==> src/rtl/fx2fp_pkg.sv <==
package fx2fp_pkg;
  localparam int SIG_W    = 24;
  localparam int FRAC_W   = 23;
  localparam int EXP_W    = 8;
  localparam int EXP_BIAS = 127;
  localparam int FP_W     = 1 + EXP_W + FRAC_W;

  typedef struct packed {
    logic              sign;
    logic [EXP_W-1:0]  exp;
    logic [FRAC_W-1:0] frac;
  } fp32_t;
endpackage

==> src/rtl/fx2fp_ctrl.sv <==
module fx2fp_ctrl #(
  parameter int STAGES = 3
) (
  input  logic              clk_i,
  input  logic              rst_ni,
  input  logic              sclr_i,
  input  logic              ce_i,
  input  logic              nd_i,
  output logic              rfd_o,
  output logic              take_o,
  output logic [STAGES-1:0] vld_o
);
  logic rfd_q;
  assign rfd_o  = rfd_q;
  assign take_o = nd_i & rfd_q & ce_i;

  always_ff @(posedge clk_i or negedge rst_ni) begin
    if (!rst_ni)     rfd_q <= 1'b0;
    else if (sclr_i) rfd_q <= 1'b0;
    else if (ce_i)   rfd_q <= 1'b1;
  end

  for (genvar i = 0; i < STAGES; i++) begin : g_vld
    always_ff @(posedge clk_i or negedge rst_ni) begin
      if (!rst_ni)     vld_o[i] <= 1'b0;
      else if (sclr_i) vld_o[i] <= 1'b0;
      else if (ce_i)   vld_o[i] <= (i == 0) ? take_o : vld_o[(i == 0) ? 0 : i-1];
    end
  end


  sclr_flush_chk: assert property (@(posedge clk_i) disable iff (!rst_ni)
    sclr_i |=> (!rfd_o && vld_o == '0));

  no_take_without_rfd_chk: assert property (@(posedge clk_i) disable iff (!rst_ni)
    (!rfd_o && ce_i && !sclr_i) |=> !vld_o[0]);
endmodule

==> src/rtl/fx2fp_lod.sv <==
module fx2fp_lod #(
  parameter int W  = 32,
  localparam int PW = (W > 1) ? $clog2(W) : 1
) (
  input  logic [W-1:0]  mag_i,
  output logic [PW-1:0] pos_o
);
  always_comb begin
    pos_o = '0;
    for (int i = 0; i < W; i++)
      if (mag_i[i]) pos_o = PW'(i);
  end
endmodule

==> src/rtl/fx2fp_round.sv <==
module fx2fp_round
  import fx2fp_pkg::*;
#(
  parameter int EW = 32
) (
  input  logic [EW-1:0]     norm_i,
  input  logic [EXP_W-1:0]  exp_i,
  output logic [EXP_W-1:0]  exp_o,
  output logic [FRAC_W-1:0] frac_o
);
  logic [SIG_W-1:0] sig;
  logic             guard, sticky, up;
  logic [SIG_W:0]   sum;

  assign sig    = norm_i[EW-1 -: SIG_W];
  assign guard  = norm_i[EW-SIG_W-1];
  assign sticky = |norm_i[EW-SIG_W-2:0];
  assign up     = guard & (sticky | sig[0]);
  assign sum    = {1'b0, sig} + {{SIG_W{1'b0}}, up};

  always_comb begin
    if (sum[SIG_W]) begin
      exp_o  = exp_i + EXP_W'(1);
      frac_o = '0;
    end else begin
      exp_o  = exp_i;
      frac_o = sum[FRAC_W-1:0];
    end
  end
endmodule

==> src/rtl/fixed_to_float.sv <==
module fixed_to_float
  import fx2fp_pkg::*;
#(
  parameter int W = 32,
  parameter int F = 4
) (
  input  logic            clk_i,
  input  logic            rst_ni,
  input  logic            sclr_i,
  input  logic            ce_i,
  input  logic            nd_i,
  input  logic [W-1:0]    a_i,
  output logic            rfd_o,
  output logic            rdy_o,
  output logic [FP_W-1:0] result_o
);
  localparam int EW  = (W < SIG_W + 2) ? SIG_W + 2 : W;
  localparam int PW  = (W > 1) ? $clog2(W) : 1;
  localparam int SHW = $clog2(EW) + 1;

  if (F > W - 1 || W < 2 || W > 32) begin : g_bad_cfg
    $error("fixed_to_float: unsupported W/F");
  end

  logic       take;
  logic [2:0] vld;

  fx2fp_ctrl #(.STAGES(3)) u_ctrl (
    .clk_i, .rst_ni, .sclr_i, .ce_i, .nd_i,
    .rfd_o, .take_o(take), .vld_o(vld)
  );
  assign rdy_o = vld[2];

  // stage 1: sign and magnitude
  logic         s1_sign, s1_zero;
  logic [W-1:0] s1_mag;
  always_ff @(posedge clk_i) begin
    if (ce_i) begin
      s1_sign <= a_i[W-1];
      s1_zero <= (a_i == '0);
      s1_mag  <= a_i[W-1] ? (~a_i + W'(1)) : a_i;
    end
  end

  // stage 2: normalise
  logic [PW-1:0]    pos;
  logic [SHW-1:0]   sh;
  logic [EW-1:0]    norm;
  logic [EXP_W-1:0] exp_pre;

  fx2fp_lod #(.W(W)) u_lod (.mag_i(s1_mag), .pos_o(pos));

  assign sh      = SHW'(EW - 1) - SHW'(pos);
  assign norm    = EW'(s1_mag) << sh;
  assign exp_pre = EXP_W'(EXP_BIAS - F) + EXP_W'(pos);

  logic             s2_sign, s2_zero;
  logic [EW-1:0]    s2_norm;
  logic [EXP_W-1:0] s2_exp;
  always_ff @(posedge clk_i) begin
    if (ce_i) begin
      s2_sign <= s1_sign;
      s2_zero <= s1_zero;
      s2_norm <= norm;
      s2_exp  <= exp_pre;
    end
  end

  // stage 3: round and pack
  logic [EXP_W-1:0]  exp_r;
  logic [FRAC_W-1:0] frac_r;
  fx2fp_round #(.EW(EW)) u_round (
    .norm_i(s2_norm), .exp_i(s2_exp), .exp_o(exp_r), .frac_o(frac_r)
  );

  fp32_t s3_res;
  always_ff @(posedge clk_i) begin
    if (ce_i) s3_res <= s2_zero ? '0 : fp32_t'{s2_sign, exp_r, frac_r};
  end
  assign result_o = s3_res;


  no_special_exp_chk: assert property (@(posedge clk_i) disable iff (!rst_ni)
    rdy_o |-> (result_o[30:23] != 8'hFF &&
               (result_o[30:23] != 8'h00 || result_o == '0)));

  unsigned_zero_chk: assert property (@(posedge clk_i) disable iff (!rst_ni)
    (rdy_o && result_o[30:0] == '0) |-> !result_o[31]);

  ce_hold_chk: assert property (@(posedge clk_i) disable iff (!rst_ni)
    (!sclr_i && !ce_i) |=> ($stable(rdy_o) && $stable(rfd_o) && $stable(result_o)));
endmodule

==> config.mk <==
export PLATFORM = sky130hd
export DESIGN_NAME = fixed_to_float
export DESIGN_NICKNAME = d
export VERILOG_FILES = /design/src/rtl/fx2fp_pkg.sv /design/src/rtl/fx2fp_ctrl.sv /design/src/rtl/fx2fp_lod.sv /design/src/rtl/fx2fp_round.sv /design/src/rtl/fixed_to_float.sv
export SDC_FILE = /design/constraint.sdc
export NUM_CORES = 1
export LEC_CHECK = 0
export BUFFER_PORTS_ARGS = -buffer_cell sky130_fd_sc_hd__clkbuf_2
export CAP_MARGIN = 20
export CORE_MARGIN = 4
export CORE_UTILIZATION = 30
export DETAILED_ROUTE_END_ITERATION = 10
export PLACE_DENSITY_LB_ADDON = 0.1
export RECOVER_POWER = 100
export SLEW_MARGIN = 20
export SYNTH_ARGS = -nofsm -noshare
export SYNTH_HDL_FRONTEND = slang
export SYNTH_SLANG_ARGS = --single-unit
==> constraint.sdc <==
create_clock -name clk_i -period 7.1 [get_ports clk_i]
set_input_delay 0.71 -clock clk_i [delete_from_list [all_inputs] [get_ports clk_i]]
set_output_delay 0.71 -clock clk_i [all_outputs]
set_load 0.1 [all_outputs]
==> impl_metrics.py, run 1 <==
metrics = {
    "synthesis": {
        "synthesis.instances": 657,
        "synth-edff-count": 108,
        "synthesis.area_um2": 6900,
        "postSynthRegisterBits": 112,
        "synth_top_cell_area_share_pct": 47.0,
        "synth_commonest_cells": "sky130_fd_sc_hd__edfxtp_1, sky130_fd_sc_hd__nor2_1, sky130_fd_sc_hd__nand2_1",
        "ys_seq_area_share_pct": 48.4,
        "syn-mean-instance-area_um2": 10.5,
        "synthTopCellsByArea": "sky130_fd_sc_hd__edfxtp_1, sky130_fd_sc_hd__xnor2_1, sky130_fd_sc_hd__mux2i_1",
        "yosysMostFrequentCell": "sky130_fd_sc_hd__edfxtp_1",
        "synth_fp_nets": 698,
        "distinct_cells_synth": 67,
        "synthDominantAreaCellType": "sky130_fd_sc_hd__edfxtp_1",
        "synth_ff_type": "sky130_fd_sc_hd__edfxtp_1",
        "synth_async_sr_flop_share_pct": 3.57,
        "ys.warnings.count": 0,
    },
    "die": {
        "placeableCoreArea_um2": 22600,
        "die_area_um2": 25500,
        "die_h_um": 160,
        "die-width_um": 160,
        "boundaryPins": 71,
        "placement_rows": 55,
        "initial_utilization_pct": 30.5,
    },
    "run_status": {
        "status": "finished with violations",
        "violations": "capacitance limit, slew limit",
    },
    "power": {
        "sw_frac_of_total_pct": 34.2,
        "power_leakage_nw": 2.67,
        "p_int_mw": 1.28,
        "power_frac_comb_pct": 25.7,
        "power_frac_clock_pct": 29.0,
        "worst_ir_drop_vdd_uv": 79.4,
        "power.net_switching_mw": 0.668,
        "pwr_density_cell_nw_per_um2": 250,
        "seq_power_share_pct": 45.3,
    },
    "sta": {
        "timing.final.hold_violations": 0,
        "finalSetupViolations": 0,
        "fin_tns_setup_ns": 0,
        "rsz0062_at_grt": "no",
        "timing.fmax_ghz": 0.199,
        "fin_worst_skew_ns": 0.0148,
        "max-slew-margin-rel_pct": -86.7,
        "tightestPinTransition_ns": 2.80,
        "min_period_over_period_pct": 70.9,
        "slew_violations": 80,
        "fin_crit_ns": 5.04,
    },
    "finish": {
        "final_cell_area_um2": 7800,
        "n_antenna_cell": 0,
        "fraction_of_layout_cells_with_a_size_suffix_above_1_pct": 9.08,
        "nNetsFinal": 752,
        "layout_overhead_on_the_synthesized_area_pct": 13.0,
    },
    "cts": {
        "cts_hold_buf": 0,
        "clock_pin_slew_on_the_worst_setup_and_hold_paths_ns": 0.07,
        "cts_tree": "yes",
        "clkSinkCount": 112,
        "cts_setup_buffers": 0,
        "clock_insertion_delay_worst_skew_ns": 0.37,
        "cts.htree.levels": 3,
        "ctsRootBufferMaster": "sky130_fd_sc_hd__clkbuf_16",
        "numCtsBuffers": 9,
        "post_cts_resized": 0,
        "clk_path_buf_depth": 2,
    },
    "setup_path": {
        "worstPathArrival_ns": 5.13,
        "crit_path_max_incr_delay_ns": 1.25,
        "path_cells": "or3_1, a221oi_1, o21ai_0, a211oi_4, clkbuf_1, inv_6, mux2i_1, mux2i_1, a21o_1, a221o_1",
        "critPathCaptureType": "flop",
        "r2r_startpoint": "s1_mag[16]",
        "timing.critical_path.fanout_max": 27,
        "timing.reg2reg.worst_path_depth": 10,
        "startpoint_type_of_the_worst_setup_path": "flop",
        "worst_path_max_delay_cell": "sky130_fd_sc_hd__clkbuf_1",
        "worst-r2r-setup-slack_ns": 2.06,
        "worst-setup-path-type": "flop to flop",
        "cp_data_required_time_ns": 7.19,
        "cpMostUsedCell": "sky130_fd_sc_hd__mux2i_1",
        "worst_r2r_endpoint": "s2_norm[23]",
    },
    "route": {
        "route.final.wire_length_mm": 18.9,
        "drt.antenna.violating_nets": 0,
        "vias": 5405,
        "drc": 0,
        "wl_per_instance_um": 18.9,
        "drt_first_pass_iters": 5,
        "detailedRoute.firstIterationViolations": 519,
        "vias_per_cell": 5.40,
    },
    "grt": {
        "grt_ovf": 0,
        "grt_antenna_before_repair": 0,
        "largest_net_degree_at_the_start_of_global_routing": 64,
        "grt_resource_usage_total_pct": 14.6,
        "first_global_vias": 5172,
        "grt_first_pass_wirelength_mm": 29.7,
    },
    "place": {
        "dpl-instance-area_um2": 7510,
        "count_of_buffers_inserted_at_the_top_level_ports": 70,
        "gpl.final_weighted_congestion": 0.885,
        "place.detailed.hpwl_mm": 14.3,
    },
    "hold_path": {
        "hold_path.class": "input pin to async pin",
    },
    "job": {
        "drv.max_cap_violation_count": 2,
    },
}
cell usage in the layout, fill, tap and decap left out, types with 21 or more instances in the layout:
cell type	Yosys	final
sky130_fd_sc_hd__mux2i_1	32	33
sky130_fd_sc_hd__nand2_1	40	40
sky130_fd_sc_hd__nor2_1	72	71
sky130_fd_sc_hd__a211oi_1	24	25
sky130_fd_sc_hd__xnor2_1	39	39
sky130_fd_sc_hd__clkbuf_2	0	30
sky130_fd_sc_hd__edfxtp_1	108	108
sky130_fd_sc_hd__o21ai_0	23	26
sky130_fd_sc_hd__clkbuf_1	22	41
sky130_fd_sc_hd__inv_1	21	21
sky130_fd_sc_hd__a21oi_1	23	22
flip-flops by register name (all words and copies together) (netlist names):
name,cells
result_o,32
s1_mag,32
s2_norm,32
s2_exp,8
u_ctrl.vld_o,3
s1_sign,1
s1_zero,1
s2_sign,1
s2_zero,1
u_ctrl.rfd_o,1
kinds of logic after synthesis:
kind of cell | count (synthesis) | share of synthesized area [%]
buffers and inverters | 55 | 3.62
and+or+nand+nor | 220 | 15.6
DFF | 112 | 48.4
adders and majority gates | 4 | 0.725
muxes | 39 | 6.63
xor gates and xnor gates | 58 | 7.36
AOI/OAI and AO/OA | 169 | 17.6
per-layer routing:
layer	vias up	track usage [%]	share of wire, %
met5	-	0	0
met4	0	6.79	3.5
met3	35	2.61	4.4
met2	145	23.9	47
met1	2579	18.9	45
li1	2646	-	-
power groups by stage:
stage               clock, mW  combinational (mW)  sequential [mW]
finish                  0.566               0.502            0.883
detailed placement          0               0.503            0.899
global placement            0               0.505            0.895
global route            0.616               0.539            0.894
floorplan                   0               0.262            0.987
CTS                     0.588               0.505            0.884
layout make-up:
| type | instances | area [µm²] |
|---|---|---|
| clock buffers | 9 | 225 |
| clock inverters | 7 | 110 |
| fillers | 2328 | 14800 |
| inverters | 22 | 87.6 |
| multi-input cells | 490 | 3320 |
| flip-flops and latches | 112 | 3340 |
| well taps | 285 | 357 |
| repair buffers | 76 | 362 |
critical path, delay by kind of cell (launching register included):
kind,cells,cell delay (ns)
buf+inv,2,1.51
simple gates,1,0.43
flops,1,0.55
mux,2,0.76
compound gates,5,1.50
through the flow:
step	setup WS, ns	power, mW	instances	utilization (%)	hold slack [ns]
after CTS	3.17	1.98	1000	34.7	0.122
after global routing	1.85	2.05	1001	34.5	0.160
final	2.06	1.95	1001	34.5	0.159
after global placement	3.23	1.40	984	33.2	0.405
after detailed placement	3.21	1.40	984	33.2	0.410
after floorplan	4.19	1.25	657	-	0.400
worst max path at each step:
| stage | start | endpoint | slack (ns) | cells after the start |
|---|---|---|---|---|
| CTS | s1_mag[18] | s2_norm[27] | 3.17 | 10 |
| finish | s1_mag[16] | s2_norm[23] | 2.06 | 10 |
| floorplan | a_i[21] | s1_mag[30] | 4.19 | 7 |
| global placement | s1_mag[29] | s2_norm[27] | 3.23 | 9 |
| detailed placement | s1_mag[18] | s2_norm[27] | 3.21 | 10 |
| global route | s1_mag[16] | s2_norm[31] | 1.85 | 10 |
Power figures use the tool's default switching activity.
==> run 2: changes to the inputs <==
--- a/config.mk
+++ b/config.mk
@@ -5,6 +5,7 @@
 export SDC_FILE = /design/constraint.sdc
 export NUM_CORES = 1
 export LEC_CHECK = 0
+export ABC_AREA = 1
 export BUFFER_PORTS_ARGS = -buffer_cell sky130_fd_sc_hd__clkbuf_2
 export CAP_MARGIN = 20
 export CORE_MARGIN = 4
==> constraint.sdc (replaced) <==
create_clock -name clk_i -period 4.5 [get_ports clk_i]
set_input_delay 0.45 -clock clk_i [delete_from_list [all_inputs] [get_ports clk_i]]
set_output_delay 0.45 -clock clk_i [all_outputs]
set_load 0.1 [all_outputs]
==> impl_metrics.py, run 2 <==
metrics = {
    "synthesis": {
        "synthesis.instances": 893,
        "synth_async_sr_flop_share_pct": 3.57,
        "ys.warnings.count": 0,
        "synthesis.area_um2": 7100,
        "synth_commonest_cells": "sky130_fd_sc_hd__nand2_1, sky130_fd_sc_hd__nand3_1, sky130_fd_sc_hd__edfxtp_1",
        "postSynthRegisterBits": 112,
        "synth-edff-count": 108,
        "yosysMostFrequentCell": "sky130_fd_sc_hd__nand2_1",
        "synthDominantAreaCellType": "sky130_fd_sc_hd__edfxtp_1",
        "synth_top_cell_area_share_pct": 45.7,
        "distinct_cells_synth": 44,
        "synth_ff_type": "sky130_fd_sc_hd__edfxtp_1",
        "ys_seq_area_share_pct": 47.1,
        "syn-mean-instance-area_um2": 7.95,
        "synthTopCellsByArea": "sky130_fd_sc_hd__edfxtp_1, sky130_fd_sc_hd__nand3_1, sky130_fd_sc_hd__nand2_1",
        "synth_fp_nets": 934,
    },
    "power": {
        "worst_ir_drop_vdd_uv": 141,
        "power_frac_clock_pct": 29.4,
        "p_int_mw": 2.00,
        "seq_power_share_pct": 44.7,
        "power_leakage_nw": 3.45,
        "power_frac_comb_pct": 25.9,
        "sw_frac_of_total_pct": 35.0,
        "pwr_density_cell_nw_per_um2": 382,
        "power.net_switching_mw": 1.07,
    },
    "finish": {
        "layout.core_utilization_pct": 34.3,
        "layout_overhead_on_the_synthesized_area_pct": 13.1,
        "n_antenna_cell": 0,
        "nNetsFinal": 994,
        "layout_common_cells": "sky130_fd_sc_hd__nand2_1, sky130_fd_sc_hd__nand3_1, sky130_fd_sc_hd__edfxtp_1, sky130_fd_sc_hd__inv_1, sky130_fd_sc_hd__nor2_1",
        "post_layout_nonfiller_instances": 1277,
        "layout_commonest_cell": "sky130_fd_sc_hd__nand2_1",
        "final_cell_area_um2": 8030,
        "num-fill-cells": 2572,
        "fraction_of_layout_cells_with_a_size_suffix_above_1_pct": 8.14,
    },
    "run_status": {
        "status": "finished with violations",
        "violations": "capacitance limit, slew limit",
    },
    "sta": {
        "fin_worst_skew_ns": 0.00888,
        "slew_violations": 113,
        "fin_crit_ns": 3.59,
        "rsz0062_at_grt": "no",
        "timing.final.hold_violations": 0,
        "tightestPinTransition_ns": 1.97,
        "timing.fmax_ghz": 0.279,
        "finalSetupViolations": 0,
        "setup_slack_ns": 0.913,
        "max-slew-margin-rel_pct": -31.6,
        "fin_tns_setup_ns": 0,
        "min_period_over_period_pct": 79.7,
    },
    "grt": {
        "grt_ovf": 0,
        "grt_antenna_before_repair": 0,
        "first_global_vias": 5787,
        "largest_net_degree_at_the_start_of_global_routing": 81,
        "grt_first_pass_wirelength_mm": 30.9,
        "grt_resource_usage_total_pct": 14.7,
    },
    "setup_path": {
        "cp_data_required_time_ns": 4.72,
        "worstPathArrival_ns": 3.81,
        "cpMostUsedCell": "sky130_fd_sc_hd__nand2_1",
        "crit_path_max_incr_delay_ns": 0.35,
        "startpoint_type_of_the_worst_setup_path": "flop",
        "timing.critical_path.fanout_max": 5,
        "r2r_startpoint": "s2_norm[8]",
        "source_of_the_critical_timing_path": "s2_norm[8]",
        "worst-setup-path-type": "flop to flop",
        "path_cells": "nand2_1, inv_1, ha_1, nand2_1, nor3_1, nand3_1, nor2_1, nand4_1, nor2_1, nand2_2, nor2_1, nand4_2, nor2_2, nand2_1, inv_2, nand2_1, inv_2, nand2_2, nor3_1, and2_4, nand3_2, nor2_2, o21ai_1, a21oi_1",
        "critPathCaptureType": "flop",
        "worst_path_max_delay_cell": "sky130_fd_sc_hd__edfxtp_1",
    },
    "route": {
        "detailedRoute.firstIterationViolations": 396,
        "vias_per_cell": 4.69,
        "vias": 5986,
        "route.final.wire_length_mm": 18.6,
        "drc": 0,
        "wl_per_instance_um": 14.6,
        "drt_first_pass_iters": 5,
        "drt.antenna.violating_nets": 0,
    },
    "place": {
        "gpl.final_weighted_congestion": 0.847,
        "place.detailed.hpwl_mm": 14.1,
        "post-place-cells": 1260,
        "dpl-instance-area_um2": 7780,
        "count_of_buffers_inserted_at_the_top_level_ports": 70,
        "preCtsSetupSlack_ns": 1.19,
    },
    "job": {
        "drv.max_cap_violation_count": 2,
    },
    "die": {
        "boundaryPins": 71,
        "die_area_um2": 26200,
        "placeableCoreArea_um2": 23400,
        "die_h_um": 162,
        "placement_rows": 56,
        "initial_utilization_pct": 30.3,
        "die-width_um": 162,
    },
    "cts": {
        "clk_path_buf_depth": 2,
        "ctsRootBufferMaster": "sky130_fd_sc_hd__clkbuf_16",
        "numCtsBuffers": 9,
        "clock_insertion_delay_worst_skew_ns": 0.36,
        "clock_pin_slew_on_the_worst_setup_and_hold_paths_ns": 0.08,
        "cts_tree": "yes",
        "cts.htree.levels": 3,
        "clkSinkCount": 112,
    },
    "hold_path": {
        "hold_path.class": "input pin to flop",
        "holdCritStartpoint": "a_i[0]",
    },
}
-- run 2: cell types whose count changed after synthesis, sizes merged, moves of 11 or more --
cell / change
o211ai: -11
or3: -12
o21ai: -12
xnor2: -26
inv: +78
o31ai: -13
nand2: +175
nand3: +187
mux2i: -34
a211oi: -25
-- run 2: kinds of logic after synthesis --
group                    share of synthesized area, %
AO/OA/AOI/OAI                                    3.93
XOR/XNOR                                         4.56
adder cells (fa/ha/maj)                         0.705
buffers and inverters                            8.07
flip-flops                                       47.1
AND/OR/NAND/NOR                                  35.6
-- run 2: area by class of cell --
cell class	instances	area [µm²]	area share, %
clock inverter	7	103	1.28
timing repair buffer	86	432	5.38
multi-input combinational	643	3150	39.2
inverter	101	379	4.72
tap	319	399	4.97
sequential	112	3340	41.7
clock buffer	9	225	2.81
-- run 2: power groups by stage --
stage / clock network, mW / logic (mW) / registers [mW]
6_report: 0.901 / 0.796 / 1.37
5_1_grt: 0.968 / 0.894 / 1.39
4_1_cts: 0.933 / 0.816 / 1.37
3_5_place_dp: 0 / 0.813 / 1.40
3_3_place_gp: 0 / 0.815 / 1.40
2_1_floorplan: 0 / 0.434 / 1.54
-- run 2: metrics by stage --
| step | total power, mW | hold slack, ns |
|---|---|---|
| after floorplan | 1.97 | 0.154 |
| after global placement | 2.21 | 0.265 |
| after global routing | 3.25 | 0.353 |
| after CTS | 3.12 | 0.280 |
| after detailed placement | 2.21 | 0.262 |
| final | 3.07 | 0.330 |
-- run 2: critical path, delay by kind of cell (launching register included) --
kind,cells,cell delay [ns]
simple gates,18,2.54
fa+ha+maj,1,0.16
buf+inv,3,0.20
compound gates,2,0.18
flops,1,0.35
-- run 2: timing repair --
item / CTS / global route
buffers inserted: 0 / 0
hold endpoints to repair: 4 / 0
gates resized for setup: 0 / 0
hold buffers: 1 / 0
-- run 2: metal layers --
layer  part of all wire (%)  vias to the layer above  track usage [%]  wire length [µm]
met5                      0                        -                0                 0
met4                    2.2                        0             5.27               412
met3                    3.8                       22             2.08               709
met2                     46                      133             23.6              8600
met1                     48                     2697             20.4              8880
li1                       -                     3134                -                 -
-- run 2: path summary, 6_finish.rpt --
check | slack [ns] | cells after the start | to
setup reg to reg | 0.91 | 24 | result_o[30]
hold reg to reg | 0.43 | 0 | s2_sign
min in group asynchronous | 0.44 | 2 | u_ctrl.vld_o[2]
setup / recovery | 0.91 | 24 | result_o[30]
hold / removal | 0.33 | 1 | s1_mag[0]
max in group asynchronous | 3.88 | 2 | u_ctrl.vld_o[0]
==> run 3: changes to the inputs <==
--- a/config.mk
+++ b/config.mk
@@ -5,7 +5,7 @@
 export SDC_FILE = /design/constraint.sdc
 export NUM_CORES = 1
 export LEC_CHECK = 0
-export ABC_AREA = 1
+export ABC_AREA = 0
 export BUFFER_PORTS_ARGS = -buffer_cell sky130_fd_sc_hd__clkbuf_2
 export CAP_MARGIN = 20
 export CORE_MARGIN = 4
==> constraint.sdc (replaced) <==
create_clock -name clk_i -period 3.65 [get_ports clk_i]
set_input_delay 0.365 -clock clk_i [delete_from_list [all_inputs] [get_ports clk_i]]
set_output_delay 0.365 -clock clk_i [all_outputs]
set_load 0.1 [all_outputs]
==> impl_metrics.py, run 3 (same netlist as run 1, synthesis figures left out) <==
metrics = {
    "route": {
        "vias_per_cell": 5.34,
        "drt_first_pass_iters": 5,
        "drt.antenna.violating_nets": 0,
        "vias": 5443,
        "drc": 0,
        "wl_per_instance_um": 18.8,
        "detailedRoute.firstIterationViolations": 297,
        "route.final.wire_length_mm": 19.2,
    },
    "cts": {
        "ctsRootBufferMaster": "sky130_fd_sc_hd__clkbuf_16",
        "clkSinkCount": 112,
        "clk_path_buf_depth": 2,
        "post_cts_resized": 0,
        "clock_insertion_delay_worst_skew_ns": 0.36,
        "cts_tree": "yes",
        "cts_setup_buffers": 0,
        "cts.htree.levels": 3,
        "clock_pin_slew_on_the_worst_setup_and_hold_paths_ns": 0.09,
        "numCtsBuffers": 9,
    },
    "grt": {
        "grt_ovf": 0,
        "largest_net_degree_at_the_start_of_global_routing": 70,
        "grt_antenna_before_repair": 0,
        "first_global_vias": 5414,
        "grt_first_pass_wirelength_mm": 30.4,
        "grt_resource_usage_total_pct": 15.1,
    },
    "die": {
        "placeableCoreArea_um2": 22600,
        "placement_rows": 55,
        "initial_utilization_pct": 30.5,
        "die-width_um": 160,
        "die_h_um": 160,
        "boundaryPins": 71,
        "die_area_um2": 25500,
    },
    "place": {
        "count_of_buffers_inserted_at_the_top_level_ports": 70,
        "place.detailed.hpwl_mm": 15.1,
        "post-place-cells": 1003,
        "gpl.final_weighted_congestion": 0.867,
    },
    "sta": {
        "timing.fmax_ghz": 0.291,
        "tightestPinTransition_ns": 1.73,
        "fin_crit_ns": 3.44,
        "min_period_over_period_pct": 94.3,
        "fin_worst_skew_ns": 0.0135,
        "max-slew-margin-rel_pct": -15.6,
        "hold-worst-slack_ns": 0.198,
        "rsz0062_at_grt": "no",
        "fin_tns_setup_ns": 0,
        "slew_violations": 70,
        "timing.final.hold_violations": 0,
        "finalSetupViolations": 0,
    },
    "power": {
        "pwr_density_cell_nw_per_um2": 467,
        "worst_ir_drop_vdd_uv": 208,
        "power_mw": 3.69,
        "power_leakage_nw": 2.75,
    },
    "finish": {
        "layout_overhead_on_the_synthesized_area_pct": 14.6,
        "layout.core_utilization_pct": 35.0,
        "post_layout_nonfiller_instances": 1020,
        "n_antenna_cell": 0,
        "num-fill-cells": 2318,
        "nNetsFinal": 771,
        "layout_common_cells": "sky130_fd_sc_hd__edfxtp_1, sky130_fd_sc_hd__nor2_1, sky130_fd_sc_hd__clkbuf_1, sky130_fd_sc_hd__nand2_1, sky130_fd_sc_hd__xnor2_1",
        "layout_commonest_cell": "sky130_fd_sc_hd__edfxtp_1",
        "fraction_of_layout_cells_with_a_size_suffix_above_1_pct": 11.6,
    },
    "hold_path": {
        "hold_path.class": "input pin to flop",
    },
    "job": {
        "drv.max_cap_violation_count": 1,
    },
    "setup_path": {
        "startpoint_type_of_the_worst_setup_path": "flop",
        "critPathCaptureType": "flop",
        "worst-setup-path-type": "flop to flop",
        "timing.critical_path.fanout_max": 30,
        "worstPathArrival_ns": 3.55,
        "cp_data_required_time_ns": 3.76,
    },
    "run_status": {
        "status": "finished with violations",
        "violations": "capacitance limit, slew limit",
    },
}
-- run 3: cell count changes in the layout (fill, tap and decap cells not counted), moves of 13 or more --
cell / before / now
sky130_fd_sc_hd__nand3_1: 205 / 19
sky130_fd_sc_hd__nand2_1: 211 / 40
sky130_fd_sc_hd__inv_1: 96 / 21
sky130_fd_sc_hd__mux2i_1: 0 / 32
sky130_fd_sc_hd__xnor2_1: 13 / 39
sky130_fd_sc_hd__a211oi_1: 2 / 24
sky130_fd_sc_hd__o31ai_1: 1 / 14
-- run 3: path summary, 6_finish.rpt --
check | from | end | slack [ns] | cells after the start
setup / recovery | s1_mag[28] | s2_norm[30] | 0.21 | 7
hold / removal | sclr_i | u_ctrl.rfd_o | 0.20 | 2
setup reg to reg | s1_mag[28] | s2_norm[30] | 0.21 | 7
hold reg to reg | s1_sign | s2_sign | 0.42 | 0
max in group asynchronous | rst_ni | u_ctrl.vld_o[1] | 3.11 | 2
min in group asynchronous | rst_ni | u_ctrl.vld_o[0] | 0.36 | 2
-- run 3: per-layer routing --
metal | GRT usage, % | up-vias | share of wire, %
li1 | - | 2671 | -
met1 | 19.0 | 2604 | 44
met2 | 26.2 | 143 | 50
met3 | 1.88 | 25 | 3.6
met4 | 6.39 | 0 | 3.0
met5 | 0 | - | 0
-- run 3: metrics by stage --
| step | worst slack (ns) | instance area [µm²] |
|---|---|---|
| 2_1_floorplan | 0.830 | 6900 |
| 3_3_place_gp | 0.265 | 7670 |
| 4_1_cts | 0.267 | 7980 |
| 3_5_place_dp | 0.279 | 7670 |
| 6_report | 0.209 | 7920 |
| 5_1_grt | 0.0335 | 7920 |
-- run 3: final cells by class --
class | instances | area (µm²) | share of cell area, %
sequential | 112 | 3340 | 42.2
tap | 285 | 357 | 4.51
multi-input combinational | 490 | 3320 | 42.0
clock inverter | 7 | 75.1 | 0.948
timing repair buffer | 95 | 503 | 6.35
clock buffer | 9 | 225 | 2.85
inverter | 22 | 87.6 | 1.11
-- run 3: power by group --
| group | total, mW | internal [mW] | leakage, nW | switching [mW] |
|---|---|---|---|---|
| Clock | 0.986 | 0.484 | 0.143 | 0.502 |
| Sequential | 1.72 | 1.59 | 1.12 | 0.133 |
| Combinational | 0.986 | 0.309 | 1.49 | 0.677 |
-- run 3: repair_timing --
action	in CTS	in global routing
setup endpoints to repair	0	0
endpoints found under the hold margin	4	0
hold buffers	1	0
-- run 3: critical path: stages, from the launching register on --
cell,delay [ns]
sky130_fd_sc_hd__edfxtp_1,0.50
sky130_fd_sc_hd__o31ai_1,0.50
sky130_fd_sc_hd__a41oi_1,0.12
sky130_fd_sc_hd__nor2_2,0.17
sky130_fd_sc_hd__clkbuf_2,0.59
sky130_fd_sc_hd__mux4_2,0.66
sky130_fd_sc_hd__mux4_2,0.49
sky130_fd_sc_hd__o2bb2ai_1,0.15
